## config.mk

```make
export PLATFORM = sky130hd
export DESIGN_NAME = nvcfg_loader
export DESIGN_NICKNAME = d
export VERILOG_FILES = /design/src/rtl/nvcfg_pkg.sv /design/src/rtl/nvcfg_pair_check.sv /design/src/rtl/nvcfg_read_seq.sv /design/src/rtl/nvcfg_pack.sv /design/src/rtl/nvcfg_loader.sv
export SDC_FILE = /design/constraint.sdc
export NUM_CORES = 1
export LEC_CHECK = 0
export BUFFER_PORTS_ARGS = -buffer_cell sky130_fd_sc_hd__buf_4
export CORE_ASPECT_RATIO = 0.5
export CORE_UTILIZATION = 60
export CTS_CLUSTER_DIAMETER = 50
export DETAILED_ROUTE_END_ITERATION = 8
export PLACE_DENSITY = 0.92
export SETUP_SLACK_MARGIN = 0.1
export SKIP_CTS_REPAIR_TIMING = 1
export SLEW_MARGIN = 20
export SYNTH_ARGS = -nofsm -noshare
export SYNTH_HDL_FRONTEND = slang
export SYNTH_HIERARCHICAL = 1
export SYNTH_SLANG_ARGS = --single-unit
```

## constraint.sdc

```tcl
create_clock -name clk -period 4.4 [get_ports clk]
set_input_delay 1.32 -clock clk [delete_from_list [all_inputs] [get_ports clk]]
set_output_delay 1.32 -clock clk [all_outputs]
set_load 0.05 [all_outputs]
```

## src/rtl/nvcfg_pkg.sv

```systemverilog
package nvcfg_pkg;

   typedef enum logic [1:0] {
      LVL_NONE = 2'b00,
      LVL_LOW  = 2'b01,
      LVL_HIGH = 2'b10,
      LVL_PEND = 2'b11
   } prot_lvl_e;

   typedef enum logic [1:0] {
      ST_FETCH = 2'b00,
      ST_PACK  = 2'b01,
      ST_DONE  = 2'b10
   } seq_state_e;

   // access byte keys
   localparam logic [7:0] KEY_OPEN = 8'hA5;
   localparam logic [7:0] KEY_HIGH = 8'hCC;

   // entry slots, in fetch order (two per word)
   localparam int PR_ACC  = 0;
   localparam int PR_SYS  = 1;
   localparam int PR_USR0 = 2;
   localparam int PR_USR1 = 3;
   localparam int PR_WP0  = 4;

   // user-configuration register fields
   localparam int FLD_ERR     = 0;
   localparam int FLD_PROT_EN = 1;
   localparam int FLD_SYS     = 2;
   localparam int FLD_USR0    = 10;
   localparam int FLD_USR1    = 18;
   localparam int FLD_PROT_HI = 26;

endpackage

```

## src/rtl/nvcfg_pair_check.sv

```systemverilog
module nvcfg_pair_check #(
   parameter int BYTE_W       = 8,
   parameter bit ACCEPT_BLANK = 1'b1
) (
   input  logic [2*BYTE_W-1:0] pair_i,
   output logic [BYTE_W-1:0]   value_o,
   output logic                bad_o
);

   localparam logic [BYTE_W-1:0] ONES = '1;

   logic [BYTE_W-1:0] lo;
   logic [BYTE_W-1:0] hi;
   logic              compl_ok;
   logic              blank;

   assign lo       = pair_i[BYTE_W-1:0];
   assign hi       = pair_i[2*BYTE_W-1:BYTE_W];
   assign compl_ok = (hi == ~lo);

   generate
      if (ACCEPT_BLANK) begin : g_blank_ok
         assign blank = (lo == ONES) && (hi == ONES);
      end else begin : g_strict
         assign blank = 1'b0;
      end
   endgenerate

   assign bad_o   = !(compl_ok || blank);
   assign value_o = bad_o ? ONES : lo;

endmodule

```

## src/rtl/nvcfg_read_seq.sv

```systemverilog
module nvcfg_read_seq import nvcfg_pkg::*; #(
   parameter int ADDR_W    = 12,
   parameter int BASE_ADDR = 'h800,
   parameter int STRIDE    = 4,
   parameter int NUM_WORDS = 4,
   parameter int IDX_W     = 2
) (
   input  logic              clk,
   input  logic              rst_n,
   output logic              rd_req_o,
   output logic [ADDR_W-1:0] rd_addr_o,
   input  logic              rd_valid_i,
   output logic              take_o,
   output logic [IDX_W-1:0]  idx_o,
   output logic              pack_o,
   output logic              done_o
);

   localparam logic [IDX_W-1:0]  LAST_IDX = IDX_W'(NUM_WORDS - 1);
   localparam logic [ADDR_W-1:0] START    = ADDR_W'(BASE_ADDR);
   localparam logic [ADDR_W-1:0] STEP     = ADDR_W'(STRIDE);

   seq_state_e        state_q;
   logic [IDX_W-1:0]  idx_q;
   logic [ADDR_W-1:0] addr_q;

   assign rd_req_o  = (state_q == ST_FETCH);
   assign rd_addr_o = addr_q;
   assign take_o    = rd_req_o && rd_valid_i;
   assign idx_o     = idx_q;
   assign pack_o    = (state_q == ST_PACK);
   assign done_o    = (state_q == ST_DONE);

   always_ff @(posedge clk or negedge rst_n) begin
      if (!rst_n) begin
         state_q <= ST_FETCH;
         idx_q   <= '0;
         addr_q  <= START;
      end else begin
         unique case (state_q)
            ST_FETCH: begin
               if (take_o) begin
                  addr_q <= addr_q + STEP;
                  if (idx_q == LAST_IDX) begin
                     state_q <= ST_PACK;
                  end else begin
                     idx_q <= idx_q + 1'b1;
                  end
               end
            end
            ST_PACK:  state_q <= ST_DONE;
            default:  state_q <= ST_DONE;
         endcase
      end
   end

   // an open request holds its address until accepted
   assert_req_hold_R1: assert property (@(posedge clk) disable iff (!rst_n)
      (rd_req_o && !rd_valid_i) |=> (rd_req_o && $stable(rd_addr_o)));

   // every accepted word advances the address by one stride
   assert_addr_step_R1: assert property (@(posedge clk) disable iff (!rst_n)
      take_o |=> (rd_addr_o == $past(rd_addr_o) + STEP));

   // once finished, the sequencer stays finished
   assert_done_sticky_R9: assert property (@(posedge clk) disable iff (!rst_n)
      done_o |=> (done_o && !rd_req_o));

endmodule

```

## src/rtl/nvcfg_pack.sv

```systemverilog
module nvcfg_pack import nvcfg_pkg::*; #(
   parameter int BYTE_W    = 8,
   parameter int NUM_PAIRS = 8,
   parameter int REG_W     = 32
) (
   input  logic [NUM_PAIRS*BYTE_W-1:0] bytes_i,
   input  logic                        err_i,
   output logic [REG_W-1:0]            ucfg_o,
   output logic [REG_W-1:0]            wprot_o,
   output prot_lvl_e                   lvl_o
);

   localparam int NUM_WP = NUM_PAIRS - PR_WP0;
   localparam int WP_W   = NUM_WP * BYTE_W;

   logic [BYTE_W-1:0] acc;
   logic              open_key;
   logic              high_key;

   assign acc      = bytes_i[PR_ACC*BYTE_W +: BYTE_W];
   assign open_key = (acc == BYTE_W'(KEY_OPEN));
   assign high_key = (acc == BYTE_W'(KEY_HIGH));

   always_comb begin
      ucfg_o                         = '0;
      ucfg_o[FLD_ERR]                = err_i;
      ucfg_o[FLD_PROT_EN]            = !open_key;
      ucfg_o[FLD_SYS  +: BYTE_W]     = bytes_i[PR_SYS*BYTE_W  +: BYTE_W];
      ucfg_o[FLD_USR0 +: BYTE_W]     = bytes_i[PR_USR0*BYTE_W +: BYTE_W];
      ucfg_o[FLD_USR1 +: BYTE_W]     = bytes_i[PR_USR1*BYTE_W +: BYTE_W];
      ucfg_o[FLD_PROT_HI]            = high_key;
   end

   always_comb begin
      if (open_key) begin
         lvl_o = LVL_NONE;
      end else if (high_key) begin
         lvl_o = LVL_HIGH;
      end else begin
         lvl_o = LVL_LOW;
      end
   end

   generate
      for (genvar k = 0; k < NUM_WP; k++) begin : g_wp
         assign wprot_o[k*BYTE_W +: BYTE_W] = bytes_i[(PR_WP0 + k)*BYTE_W +: BYTE_W];
      end
      if (WP_W < REG_W) begin : g_wp_pad
         assign wprot_o[REG_W-1:WP_W] = '0;
      end
   endgenerate

endmodule

```

## src/rtl/nvcfg_loader.sv

```systemverilog
module nvcfg_loader import nvcfg_pkg::*; #(
   parameter int ADDR_W       = 12,
   parameter int BASE_ADDR    = 'h800,
   parameter int STRIDE       = 4,
   parameter int NUM_WORDS    = 4,
   parameter int BYTE_W       = 8,
   parameter bit ACCEPT_BLANK = 1'b1
) (
   input  logic                clk,
   input  logic                rst_n,
   output logic                rd_req_o,
   output logic [ADDR_W-1:0]   rd_addr_o,
   input  logic                rd_valid_i,
   input  logic [4*BYTE_W-1:0] rd_data_i,
   output logic                load_done_o,
   output logic                cfg_err_o,
   output logic [4*BYTE_W-1:0] ucfg_o,
   output logic [4*BYTE_W-1:0] wprot_o,
   output logic [1:0]          prot_lvl_o
);

   localparam int WORD_W    = 4 * BYTE_W;
   localparam int PAIR_W    = 2 * BYTE_W;
   localparam int PAIRS_PW  = WORD_W / PAIR_W;
   localparam int NUM_PAIRS = NUM_WORDS * PAIRS_PW;
   localparam int IDX_W     = (NUM_WORDS > 1) ? $clog2(NUM_WORDS) : 1;

   generate
      if (NUM_WORDS != 4) begin : g_bad_words
         $error("nvcfg_loader: register layout needs exactly four words");
      end
      if (BYTE_W != 8) begin : g_bad_byte
         $error("nvcfg_loader: register layout needs 8-bit entries");
      end
      if (STRIDE < 1) begin : g_bad_stride
         $error("nvcfg_loader: STRIDE must be positive");
      end
      if (BASE_ADDR + STRIDE*(NUM_WORDS-1) >= (1 << ADDR_W)) begin : g_bad_addr
         $error("nvcfg_loader: word window exceeds ADDR_W");
      end
   endgenerate

   logic             take;
   logic [IDX_W-1:0] idx;
   logic             pack;
   logic             seq_done;

   nvcfg_read_seq #(
      .ADDR_W    (ADDR_W),
      .BASE_ADDR (BASE_ADDR),
      .STRIDE    (STRIDE),
      .NUM_WORDS (NUM_WORDS),
      .IDX_W     (IDX_W)
   ) u_seq (
      .clk        (clk),
      .rst_n      (rst_n),
      .rd_req_o   (rd_req_o),
      .rd_addr_o  (rd_addr_o),
      .rd_valid_i (rd_valid_i),
      .take_o     (take),
      .idx_o      (idx),
      .pack_o     (pack),
      .done_o     (seq_done)
   );

   // screen both entries of the word on the bus
   logic [BYTE_W-1:0] chk_val [PAIRS_PW];
   logic [PAIRS_PW-1:0] chk_bad;

   generate
      for (genvar g = 0; g < PAIRS_PW; g++) begin : g_pc
         nvcfg_pair_check #(
            .BYTE_W       (BYTE_W),
            .ACCEPT_BLANK (ACCEPT_BLANK)
         ) u_pc (
            .pair_i  (rd_data_i[g*PAIR_W +: PAIR_W]),
            .value_o (chk_val[g]),
            .bad_o   (chk_bad[g])
         );
      end
   endgenerate

   // screened byte store and sticky error
   logic [BYTE_W-1:0] clean_q [NUM_PAIRS];
   logic              err_q;

   always_ff @(posedge clk or negedge rst_n) begin
      if (!rst_n) begin
         for (int p = 0; p < NUM_PAIRS; p++) begin
            clean_q[p] <= '1;
         end
         err_q <= 1'b0;
      end else if (take) begin
         for (int w = 0; w < NUM_WORDS; w++) begin
            if (idx == IDX_W'(w)) begin
               for (int g = 0; g < PAIRS_PW; g++) begin
                  clean_q[w*PAIRS_PW + g] <= chk_val[g];
               end
            end
         end
         err_q <= err_q | (|chk_bad);
      end
   end

   logic [NUM_PAIRS*BYTE_W-1:0] bytes_flat;

   generate
      for (genvar p = 0; p < NUM_PAIRS; p++) begin : g_flat
         assign bytes_flat[p*BYTE_W +: BYTE_W] = clean_q[p];
      end
   endgenerate

   logic [WORD_W-1:0] pk_ucfg;
   logic [WORD_W-1:0] pk_wprot;
   prot_lvl_e         pk_lvl;

   nvcfg_pack #(
      .BYTE_W    (BYTE_W),
      .NUM_PAIRS (NUM_PAIRS),
      .REG_W     (WORD_W)
   ) u_pack (
      .bytes_i (bytes_flat),
      .err_i   (err_q),
      .ucfg_o  (pk_ucfg),
      .wprot_o (pk_wprot),
      .lvl_o   (pk_lvl)
   );

   // output registers: all ones until the pack cycle writes them
   logic [WORD_W-1:0] ucfg_q;
   logic [WORD_W-1:0] wprot_q;
   prot_lvl_e         lvl_q;

   always_ff @(posedge clk or negedge rst_n) begin
      if (!rst_n) begin
         ucfg_q  <= '1;
         wprot_q <= '1;
         lvl_q   <= LVL_PEND;
      end else if (pack) begin
         ucfg_q  <= pk_ucfg;
         wprot_q <= pk_wprot;
         lvl_q   <= pk_lvl;
      end
   end

   assign ucfg_o      = ucfg_q;
   assign wprot_o     = wprot_q;
   assign prot_lvl_o  = lvl_q;
   assign cfg_err_o   = err_q;
   assign load_done_o = seq_done;

   // registers read all ones until the load finishes
   assert_busy_ones_R2: assert property (@(posedge clk) disable iff (!rst_n)
      !load_done_o |-> ((ucfg_o == '1) && (wprot_o == '1) && (prot_lvl_o == LVL_PEND)));

   // error flag never clears without reset
   assert_err_sticky_R5: assert property (@(posedge clk) disable iff (!rst_n)
      cfg_err_o |=> cfg_err_o);

   // register bit 0 reports the flag after the load
   assert_err_mirror_R5: assert property (@(posedge clk) disable iff (!rst_n)
      load_done_o |-> (ucfg_o[FLD_ERR] == cfg_err_o));

   // top bits of the user register are zero after the load
   assert_reserved_zero_R6: assert property (@(posedge clk) disable iff (!rst_n)
      load_done_o |-> (ucfg_o[WORD_W-1:FLD_PROT_HI+1] == '0));

   // level output agrees with the two protection bits
   assert_lvl_bits_R8: assert property (@(posedge clk) disable iff (!rst_n)
      load_done_o |-> ((ucfg_o[FLD_PROT_HI] == (prot_lvl_o == LVL_HIGH)) &&
                       (ucfg_o[FLD_PROT_EN] == (prot_lvl_o != LVL_NONE))));

   // outputs frozen once done
   assert_regs_stable_R9: assert property (@(posedge clk) disable iff (!rst_n)
      load_done_o |=> ($stable(ucfg_o) && $stable(wprot_o) && $stable(prot_lvl_o)));

endmodule

```

# After elaboration in Yosys (flattened, before gate mapping)
# Cells that the tools add are included.
# Widths: inputs -> output; s select.
[classes] magnitude_cmp=0 add_sub_neg=2 eq_ne=15 n_reduce_logical=18 n_mux=7 div_mod_pow=0 n_bitwise=4 multipliers=0 n_shift=0
[op_table] cell="$eq 8x8->1 const B" count=6
[op_table] cell="$eq 8x8->1" count=2
[op_table] cell="$mux 8" count=2
[op_table] cell="$not 8->8" count=2
[op_table] cell="$add 12x3->12 const B" count=1
[op_table] cell="$reduce_and 2->1" count=6
[op_table] cell="$mux 2" count=5
[op_table] cell="$eq 2x2->1 const B" count=3
[op_table] cell="$eq 2x1->1 const B" count=2
[op_table] cell="$logic_not 2->1" count=2
[op_table] cell="$ne 2x2->1 const B" count=2
[op_table] cell="$logic_and 1x1->1" count=3
[op_table] cell="$logic_not 1->1" count=3
[op_table] cell="$reduce_and 3->1" count=1
[op_table] cell="$add 2x1->2 const B" count=1
[op_table] cell="$logic_or 1x1->1" count=2
[op_table] cell="$reduce_or 2->1" count=1
[op_table] cell="$not 1->1" count=1
[op_table] cell="$or 1x1->1" count=1
[word_totals] rom_bits=0 latch_bits=0 ram_bits=0 reg_bits=147 out_inout_bits=81 mem_count=0 wordCells=61

# Depth between registers and ports, before layout
# Gate-level depths: netlist of run 1.
[depth] depth_word=6 mapped_depth=5 mapped_depth_nobuf=5

# Cells and area by module
# The synthesis of run 1 kept the hierarchy.
[by_module_without_submodules] mod="nvcfg_loader" seq_area_each_um2=3440.8 cells_per_inst=278 area_each_um2=5044.8 instances=1
[by_module_without_submodules] mod="nvcfg_read_seq" seq_area_each_um2=351.6 cells_per_inst=53 area_each_um2=645.6 instances=1
[by_module_without_submodules] mod="nvcfg_pack" seq_area_each_um2=0.0 cells_per_inst=71 area_each_um2=535.5 instances=1
[by_module_without_submodules] mod="nvcfg_pair_check" seq_area_each_um2=0.0 cells_per_inst=24 area_each_um2=170.2 instances=2

# Worst setup path before layout of run 1
# OpenSTA, ideal clock, no wires.
[synth_timing] kind="in2reg" start="in rd_valid_i" end="reg clean_q (netlist bit bytes_flat[10])" path_buffers=1 path_stages=5 t_arrival_ns=2.695 setup_ns=0.082 slack_ns=1.623 path_cell_list="or3b_4 clkinv_2 nor3b_4 buf_8 mux2_2"
[synth_between] elab_chain_cells=2
[synth_rtl] item="from (decl)" line="nvcfg_loader.sv:13" source="input logic rd_valid_i,"
[synth_rtl] item="$logic_and 1x1->1" line="nvcfg_read_seq.sv:29" source="assign take_o = rd_req_o && rd_valid_i;"
[synth_rtl] item="net take" line="nvcfg_loader.sv:43" source="logic take;"
[synth_rtl] item="$reduce_and 2->1 (no source line)"
[synth_rtl] item="to (signal, indexed assignment)" line="nvcfg_loader.sv:97" source="clean_q[w*PAIRS_PW + g] <= chk_val[g];"
[synth_rtl] item="to (decl)" line="nvcfg_loader.sv:84" source="logic [BYTE_W-1:0] clean_q [NUM_PAIRS];"
# The timed path passes the listed nets, and every way through them passes these cells.
# A chain may end at the register's enable or synchronous reset.

# Worst setup path after layout of run 1
[layout_timing] start="in rd_valid_i" end="reg clean_q (netlist bit bytes_flat[3])"
# Same word-level chain as after synthesis.

==> impl_metrics.py, run 1 <==
metrics = {
    "grt": {
        "grtUsageTotal_pct": 22.2,
        "use_met1_pct": 30.2,
        "use_met2_pct": 35.5,
        "grt_pass1_vias": 3729,
        "grt_pass1_wl_mm": 19.2,
        "top_usage_layer": "met2",
        "antenna_found_initial": 0,
        "grt_overflow": 0,
        "grt_max_degree": 112,
        "use_met3_pct": 4.37,
    },
    "critical_path": {
        "r2r_end": "wprot_o[15]",
        "r2r-start": "u_seq/state_q[1]",
        "reg2reg_slack_ps": 2110,
        "crit_arrival_ps": 3130,
        "cpLargestDelayFamily": "simple AND/OR/NAND/NOR gates",
        "worstPathRequired_ps": 4730,
        "crit_path_start": "rd_valid_i",
        "max_stage_delay_ps": 740,
        "worstPathCellList": "buf_4, or3b_4, clkinv_2, nor3b_4, mux2_2",
        "worstSetupEndpointType": "flop",
        "worst-path-stages": 5,
        "critPathMaxFanout": 16,
        "critPathLaunchType": "input pin",
        "worstSetupPathType": "in2reg",
        "critPathBufInv": 2,
        "cp_slowest_cell": "nor3b_4",
        "endpoint": "bytes_flat[3]",
        "rr_worst_depth": 3,
    },
    "logic_synthesis": {
        "async_reset_ff_share_pct": 100,
        "ys_top_cells_by_area": "dfstp_2 (52%), mux2_2 (22%), buf_4 (7.4%)",
        "synth_cell_types": 38,
        "synth-seq-area-share_pct": 57.8,
        "synth_area_per_cell_um2": 14.6,
        "synthCells": 450,
        "yosys.area.top_type_share_pct": 52.4,
        "yosys.area.top_type": "dfstp_2",
        "synth_common_cells": "dfstp_2 (131), mux2_2 (130), buf_4 (65)",
        "synth.cell_area_um2": 6570,
        "synth-edff-count": 0,
        "synth_most_common_cell": "dfstp_2",
        "yosys_most_used_dff": "dfstp_2",
        "synth_seq_cells": 145,
        "synth_warnings": 6,
    },
    "clock_network": {
        "clk_pin_slew_ps": 60,
        "clkSinkCount": 145,
        "clk_path_buf_depth": 2,
        "numCtsBuffers": 17,
        "htree_levels": 4,
        "cts_tree": "built",
        "cts_root_buf": "clkbuf_16",
        "clock_latency_ps": 410,
    },
    "routing": {
        "via_per_inst": 5.30,
        "ant_nets": 0,
        "drtPass1Iterations": 4,
        "routed_wl_mm": 11.6,
        "initialDrtViolationCount": 154,
        "wire_per_inst_um": 17.4,
        "vias": 3533,
        "remaining_drc_errors": 0,
    },
    "sta": {
        "rsz0062_at_grt": "false",
        "setup_ws_ps": 1600,
        "clock.fmax_mhz": 357,
        "final.setup.tns_ps": 0,
        "setup_viol": 0,
        "fin_skew_ps": 7.83,
        "fin_crit_sh_pct": 63.6,
        "drv_slew": 0,
        "tightest_slew_ps": 1050,
        "period_minus_slack_ps": 2800,
        "slew_headroom_pct": 29.7,
        "whs_ps": 490,
        "hold_viol": 0,
    },
    "placement": {
        "dp_hpwl_mm": 7.65,
        "globalplace.congestion": 0.810,
        "post-place-ws_ps": 1200,
        "port_buffers": 113,
    },
    "final_layout": {
        "layout.nets": 551,
        "drive_gt1_share_pct": 79.3,
        "nFillCells": 670,
        "n_antenna_cell": 0,
        "syn_to_final_growth_pct": 17.4,
    },
    "floorplan": {
        "die_w_um": 150,
        "ioPinCount": 116,
        "rows": 26,
        "die_height_um": 76.0,
        "start_util_pct": 63.1,
        "core_area_um2": 10400,
        "dieArea_um2": 11400,
    },
    "pwr": {
        "ir_drop_mv": 0.617,
        "power_density_nw_per_um2": 849,
        "power_leakage_nw": 3.12,
    },
    "outcome": {
        "status": "completed",
    },
    "hold_path": {
        "hp-class": "reg2reg",
    },
    "run": {
        "cap_violations": 0,
    },
}
==> layout by cell type (no fill, tap or decap), types with 2 or more instances in the layout <==
master / Yosys / layout
nor4_1: 6 / 6
nand4_1: 12 / 12
clkinv_2: 1 / 5
clkinv_4: 0 / 3
a21oi_1: 2 / 2
nand3_1: 2 / 2
conb_1: 2 / 7
dfrtp_1: 14 / 14
bufinv_16: 0 / 4
nand3b_1: 2 / 2
or2_1: 14 / 14
nand2_1: 5 / 5
mux2_2: 130 / 130
nand3b_2: 2 / 2
buf_4: 65 / 115
dfstp_2: 131 / 131
xnor2_1: 25 / 25
ha_1: 2 / 2
and2_1: 4 / 4
and4bb_1: 3 / 3
clkbuf_16: 0 / 18
==> power breakdown <==
group	total, W	internal, W	switching (W)
clock	0.00154	0.000983	0.000556
sequential	0.00262	0.00227	0.000343
combinational	0.00239	0.000881	0.00151
total	0.00655	0.00414	0.00241
==> worst min path at each step <==
stage               slack [ps]                 from  cells after the start                  end
global route               510  u_seq/rd_addr_o[10]                      1  u_seq/rd_addr_o[10]
detailed placement         480  u_seq/rd_addr_o[11]                      1  u_seq/rd_addr_o[11]
floorplan                  600        bytes_flat[7]                      1        bytes_flat[7]
CTS                        490  u_seq/rd_addr_o[11]                      1  u_seq/rd_addr_o[11]
global placement           480  u_seq/rd_addr_o[11]                      1  u_seq/rd_addr_o[11]
finish                     490  u_seq/rd_addr_o[11]                      1  u_seq/rd_addr_o[11]
==> area by class of cell <==
cell class                      count  area, µm²  area share (%)
Sequential cell                   145       3790            49.2
Clock inverter                     13        183            2.37
Multi-Input combinational cell    232       2220            28.8
Inverter                            2       8.76           0.114
Tap cell                          140        175            2.27
Clock buffer                       19        454            5.89
Timing Repair Buffer              116        875            11.3
==> through the flow <==
stage                     util (%)  total power (W)  std cells  cell area [µm²]
after global placement        67.9          0.00495        635             7070
after floorplan                  -          0.00463        455             6590
final                         74.0          0.00655        667             7710
after global routing          74.0          0.00682        667             7710
after CTS                     74.0          0.00660        667             7710
after detailed placement      67.9          0.00503        635             7070
==> logic make-up after synthesis <==
| logic type | after synthesis | share of synthesized area (%) |
|---|---|---|
| xor gates and xnor gates | 26 | 3.47 |
| buffers and inverters | 78 | 8.75 |
| muxes | 131 | 22.5 |
| and+or+nand+nor | 62 | 6.76 |
| other | 2 | 0.114 |
| DFF | 145 | 57.8 |
| AOI/OAI and AO/OA | 4 | 0.305 |
| adders and majority gates | 2 | 0.381 |
==> registers in the layout, indices dropped and copies added (netlist names) <==
signal	cells
prot_lvl_o	2
u_seq/state_q	2
u_seq/idx_o	2
u_seq/rd_addr_o	10
cfg_err_o	1
bytes_flat	64
wprot_o	32
ucfg_o	32
==> metal layers <==
| layer | vias to the layer above | wire length, µm |
|---|---|---|
| li1 | 1631 | - |
| met1 | 1814 | 5220 |
| met2 | 74 | 5780 |
| met3 | 14 | 428 |
| met4 | 0 | 157 |
| met5 | - | 0 |
Note: power is estimated with default switching activity, not from simulation.
==> run 2, diff against run 1 <==
--- a/config.mk
+++ b/config.mk
@@ -5,12 +5,13 @@
 export SDC_FILE = /design/constraint.sdc
 export NUM_CORES = 1
 export LEC_CHECK = 0
+export ABC_AREA = 1
 export BUFFER_PORTS_ARGS = -buffer_cell sky130_fd_sc_hd__buf_4
 export CORE_ASPECT_RATIO = 0.5
-export CORE_UTILIZATION = 60
+export CORE_UTILIZATION = 57
 export CTS_CLUSTER_DIAMETER = 50
 export DETAILED_ROUTE_END_ITERATION = 8
-export PLACE_DENSITY = 0.92
+export PLACE_DENSITY = 0.88
 export SETUP_SLACK_MARGIN = 0.1
 export SKIP_CTS_REPAIR_TIMING = 1
 export SLEW_MARGIN = 20
==> constraint.sdc (replaced) <==
create_clock -name clk -period 2.88 [get_ports clk]
set_input_delay 0.864 -clock clk [delete_from_list [all_inputs] [get_ports clk]]
set_output_delay 0.864 -clock clk [all_outputs]
set_load 0.05 [all_outputs]
==> run 2 against run 1 <==
Cell count is 60% higher. First-iteration DRC count grew to 4.0 times the previous value. Routed wire length rose by 37%. Synthesized cell count rose by 87%. Clock-buffer cell count increased by 1. Sequential power up 60%. Synthesized area grew 7.3%. Die area rose by 13%. Register-to-register slack worse by 1200 ps. Clock power up 39%. Non-clock buffer count is 7 higher. Largest cell class unchanged. Largest power group unchanged.
==> impl_metrics.py, run 2 <==
metrics = {
    "pwr": {
        "power_density_nw_per_um2": 1270,
        "ir_drop_mv": 0.713,
        "power_leakage_nw": 3.86,
    },
    "logic_synthesis": {
        "yosys.area.top_type": "dfstp_2",
        "synth_warnings": 6,
        "synth_seq_cells": 145,
        "synth-edff-count": 0,
        "async_reset_ff_share_pct": 100,
        "ys_top_cells_by_area": "dfstp_2 (49%), nand2_1 (14%), buf_4 (7.2%)",
        "synth_most_common_cell": "nand2_1",
        "synth_area_per_cell_um2": 8.36,
        "synth-seq-area-share_pct": 53.8,
        "synth.cell_area_um2": 7050,
        "synth_common_cells": "nand2_1 (272), dfstp_2 (131), inv_1 (108)",
        "synthCells": 843,
        "yosys.area.top_type_share_pct": 48.8,
        "yosys_most_used_dff": "dfstp_2",
        "synth_cell_types": 24,
    },
    "final_layout": {
        "largest_register_ffs": 64,
        "multi_input_area_um2": 2220,
        "layout.nets": 926,
        "nFillCells": 882,
        "n_antenna_cell": 0,
        "syn_to_final_growth_pct": 15.7,
        "seqCellArea_um2": 3790,
        "drive_gt1_share_pct": 33.1,
        "layout_common_cells": "nand2_1 (272), dfstp_2 (131), buf_4 (120)",
        "layout_commonest_cell": "nand2_1",
        "final_util_pct": 68.3,
        "design_area_um2": 8160,
    },
    "placement": {
        "place_area_um2": 7590,
        "dp_hpwl_mm": 10.8,
        "port_buffers": 113,
        "globalplace.congestion": 0.930,
    },
    "grt": {
        "grt_pass1_wl_mm": 25.9,
        "antenna_found_initial": 0,
        "grt_pass1_vias": 5269,
        "grtUsageTotal_pct": 26.3,
        "grt_max_degree": 133,
        "grt_overflow": 0,
    },
    "routing": {
        "via_per_inst": 5.22,
        "routed_wl_mm": 15.9,
        "drtPass1Iterations": 5,
        "remaining_drc_errors": 0,
        "vias": 5568,
        "wire_per_inst_um": 14.9,
        "initialDrtViolationCount": 616,
        "ant_nets": 0,
    },
    "clock_network": {
        "cts_root_buf": "clkbuf_16",
        "numCtsBuffers": 17,
        "clk_pin_slew_ps": 60,
        "clkSinkCount": 145,
        "clk_path_buf_depth": 2,
        "htree_levels": 4,
        "clock_latency_ps": 420,
        "cts_tree": "built",
    },
    "floorplan": {
        "die_w_um": 159,
        "ioPinCount": 116,
        "die_height_um": 80.6,
        "dieArea_um2": 12800,
        "core_area_um2": 11900,
        "rows": 28,
        "start_util_pct": 59.0,
    },
    "critical_path": {
        "crit_path_start": "u_seq/state_q[1]",
        "critPathLaunchType": "flop",
        "max_stage_delay_ps": 440,
        "rr_worst_depth": 6,
        "crit_arrival_ps": 1270,
        "cp_slowest_cell": "dfrtp_1",
        "r2r-start": "u_seq/state_q[1]",
        "worstSetupEndpointType": "primary output",
        "worstSetupPathType": "reg2out",
        "worstPathRequired_ps": 2020,
        "worstPathCellList": "nor2_4, buf_4",
        "critPathMaxFanout": 3,
    },
    "run": {
        "cap_violations": 0,
    },
    "sta": {
        "clock.fmax_mhz": 469,
        "rsz0062_at_grt": "false",
        "slew_headroom_pct": 59.1,
        "tightest_slew_ps": 612,
        "fin_skew_ps": 10.7,
        "fin_crit_sh_pct": 74.0,
        "hold_viol": 0,
        "setup_viol": 0,
        "drv_slew": 0,
        "final.setup.tns_ps": 0,
        "period_minus_slack_ps": 2130,
    },
    "hold_path": {
        "hold_start": "bytes_flat[9]",
        "hp-class": "reg2reg",
        "holdPathStages": 2,
    },
    "outcome": {
        "status": "completed",
    },
}
[run 2: changes by cell type in the layout (fill, tap and decap cells not counted), moves of 5 or more]
cell / before / now
o21ai_0: 1 / 67
nand4_1: 12 / 52
nor2_1: 1 / 45
mux2_2: 130 / 0
nand3_1: 2 / 23
nor4_1: 6 / 0
buf_4: 115 / 120
xnor2_1: 25 / 5
nand2_1: 5 / 272
or2_1: 14 / 0
inv_1: 1 / 108
[run 2: per-layer routing]
metal / vias to the layer above / GRT usage, % / routed length, µm
li1: 2635 / - / -
met1: 2664 / 34.6 / 7000
met2: 233 / 41.1 / 7230
met3: 36 / 7.23 / 1290
met4: 0 / 11.5 / 400
met5: - / 0 / 0
[run 2: path summary, 6_finish.rpt]
check,endpoint,slack [ps]
setup / recovery,rd_req_o,750
hold / removal,bytes_flat[9],460
setup reg to reg,bytes_flat[51],930
hold reg to reg,bytes_flat[9],460
max in group asynchronous,ucfg_o[7],1730
min in group asynchronous,ucfg_o[19],730
[run 2: through the flow]
stage / std cells / worst slack [ps] / total power, W / hold slack (ps)
2_1_floorplan: 848 / 939 / 0.00753 / 442
3_3_place_gp: 1035 / 798 / 0.00808 / 450
3_5_place_dp: 1035 / 724 / 0.00822 / 453
4_1_cts: 1067 / 731 / 0.0104 / 462
5_1_grt: 1067 / 708 / 0.0109 / 478
6_report: 1067 / 749 / 0.0104 / 461
[run 2: area by class of cell]
cell class,count,share of cell area (%)
sequential,145,46.5
multi-input combinational,491,27.2
timing repair buffer,123,11.7
clock buffer,20,5.35
inverter,111,5.11
tap,165,2.53
clock inverter,12,1.66
[run 2: cell families after synthesis]
family / synth area share [%]
compound gates: 4.76
xor+xnor: 0.870
buf+inv: 15.1
flops: 53.8
fa+ha+maj: 0.355
other cells: 0.107
simple gates: 25.0
[run 2: critical path, delay by kind of cell, from the launching register on]
family	cells	cell delay (ps)
buf+inv	1	220
simple gates	1	190
flops	1	440
[run 2: report_power, final]
group	internal, W	total (W)	switching, W
registers	0.00359	0.00420	0.000609
logic	0.00113	0.00405	0.00292
clock network	0.00128	0.00214	0.000865
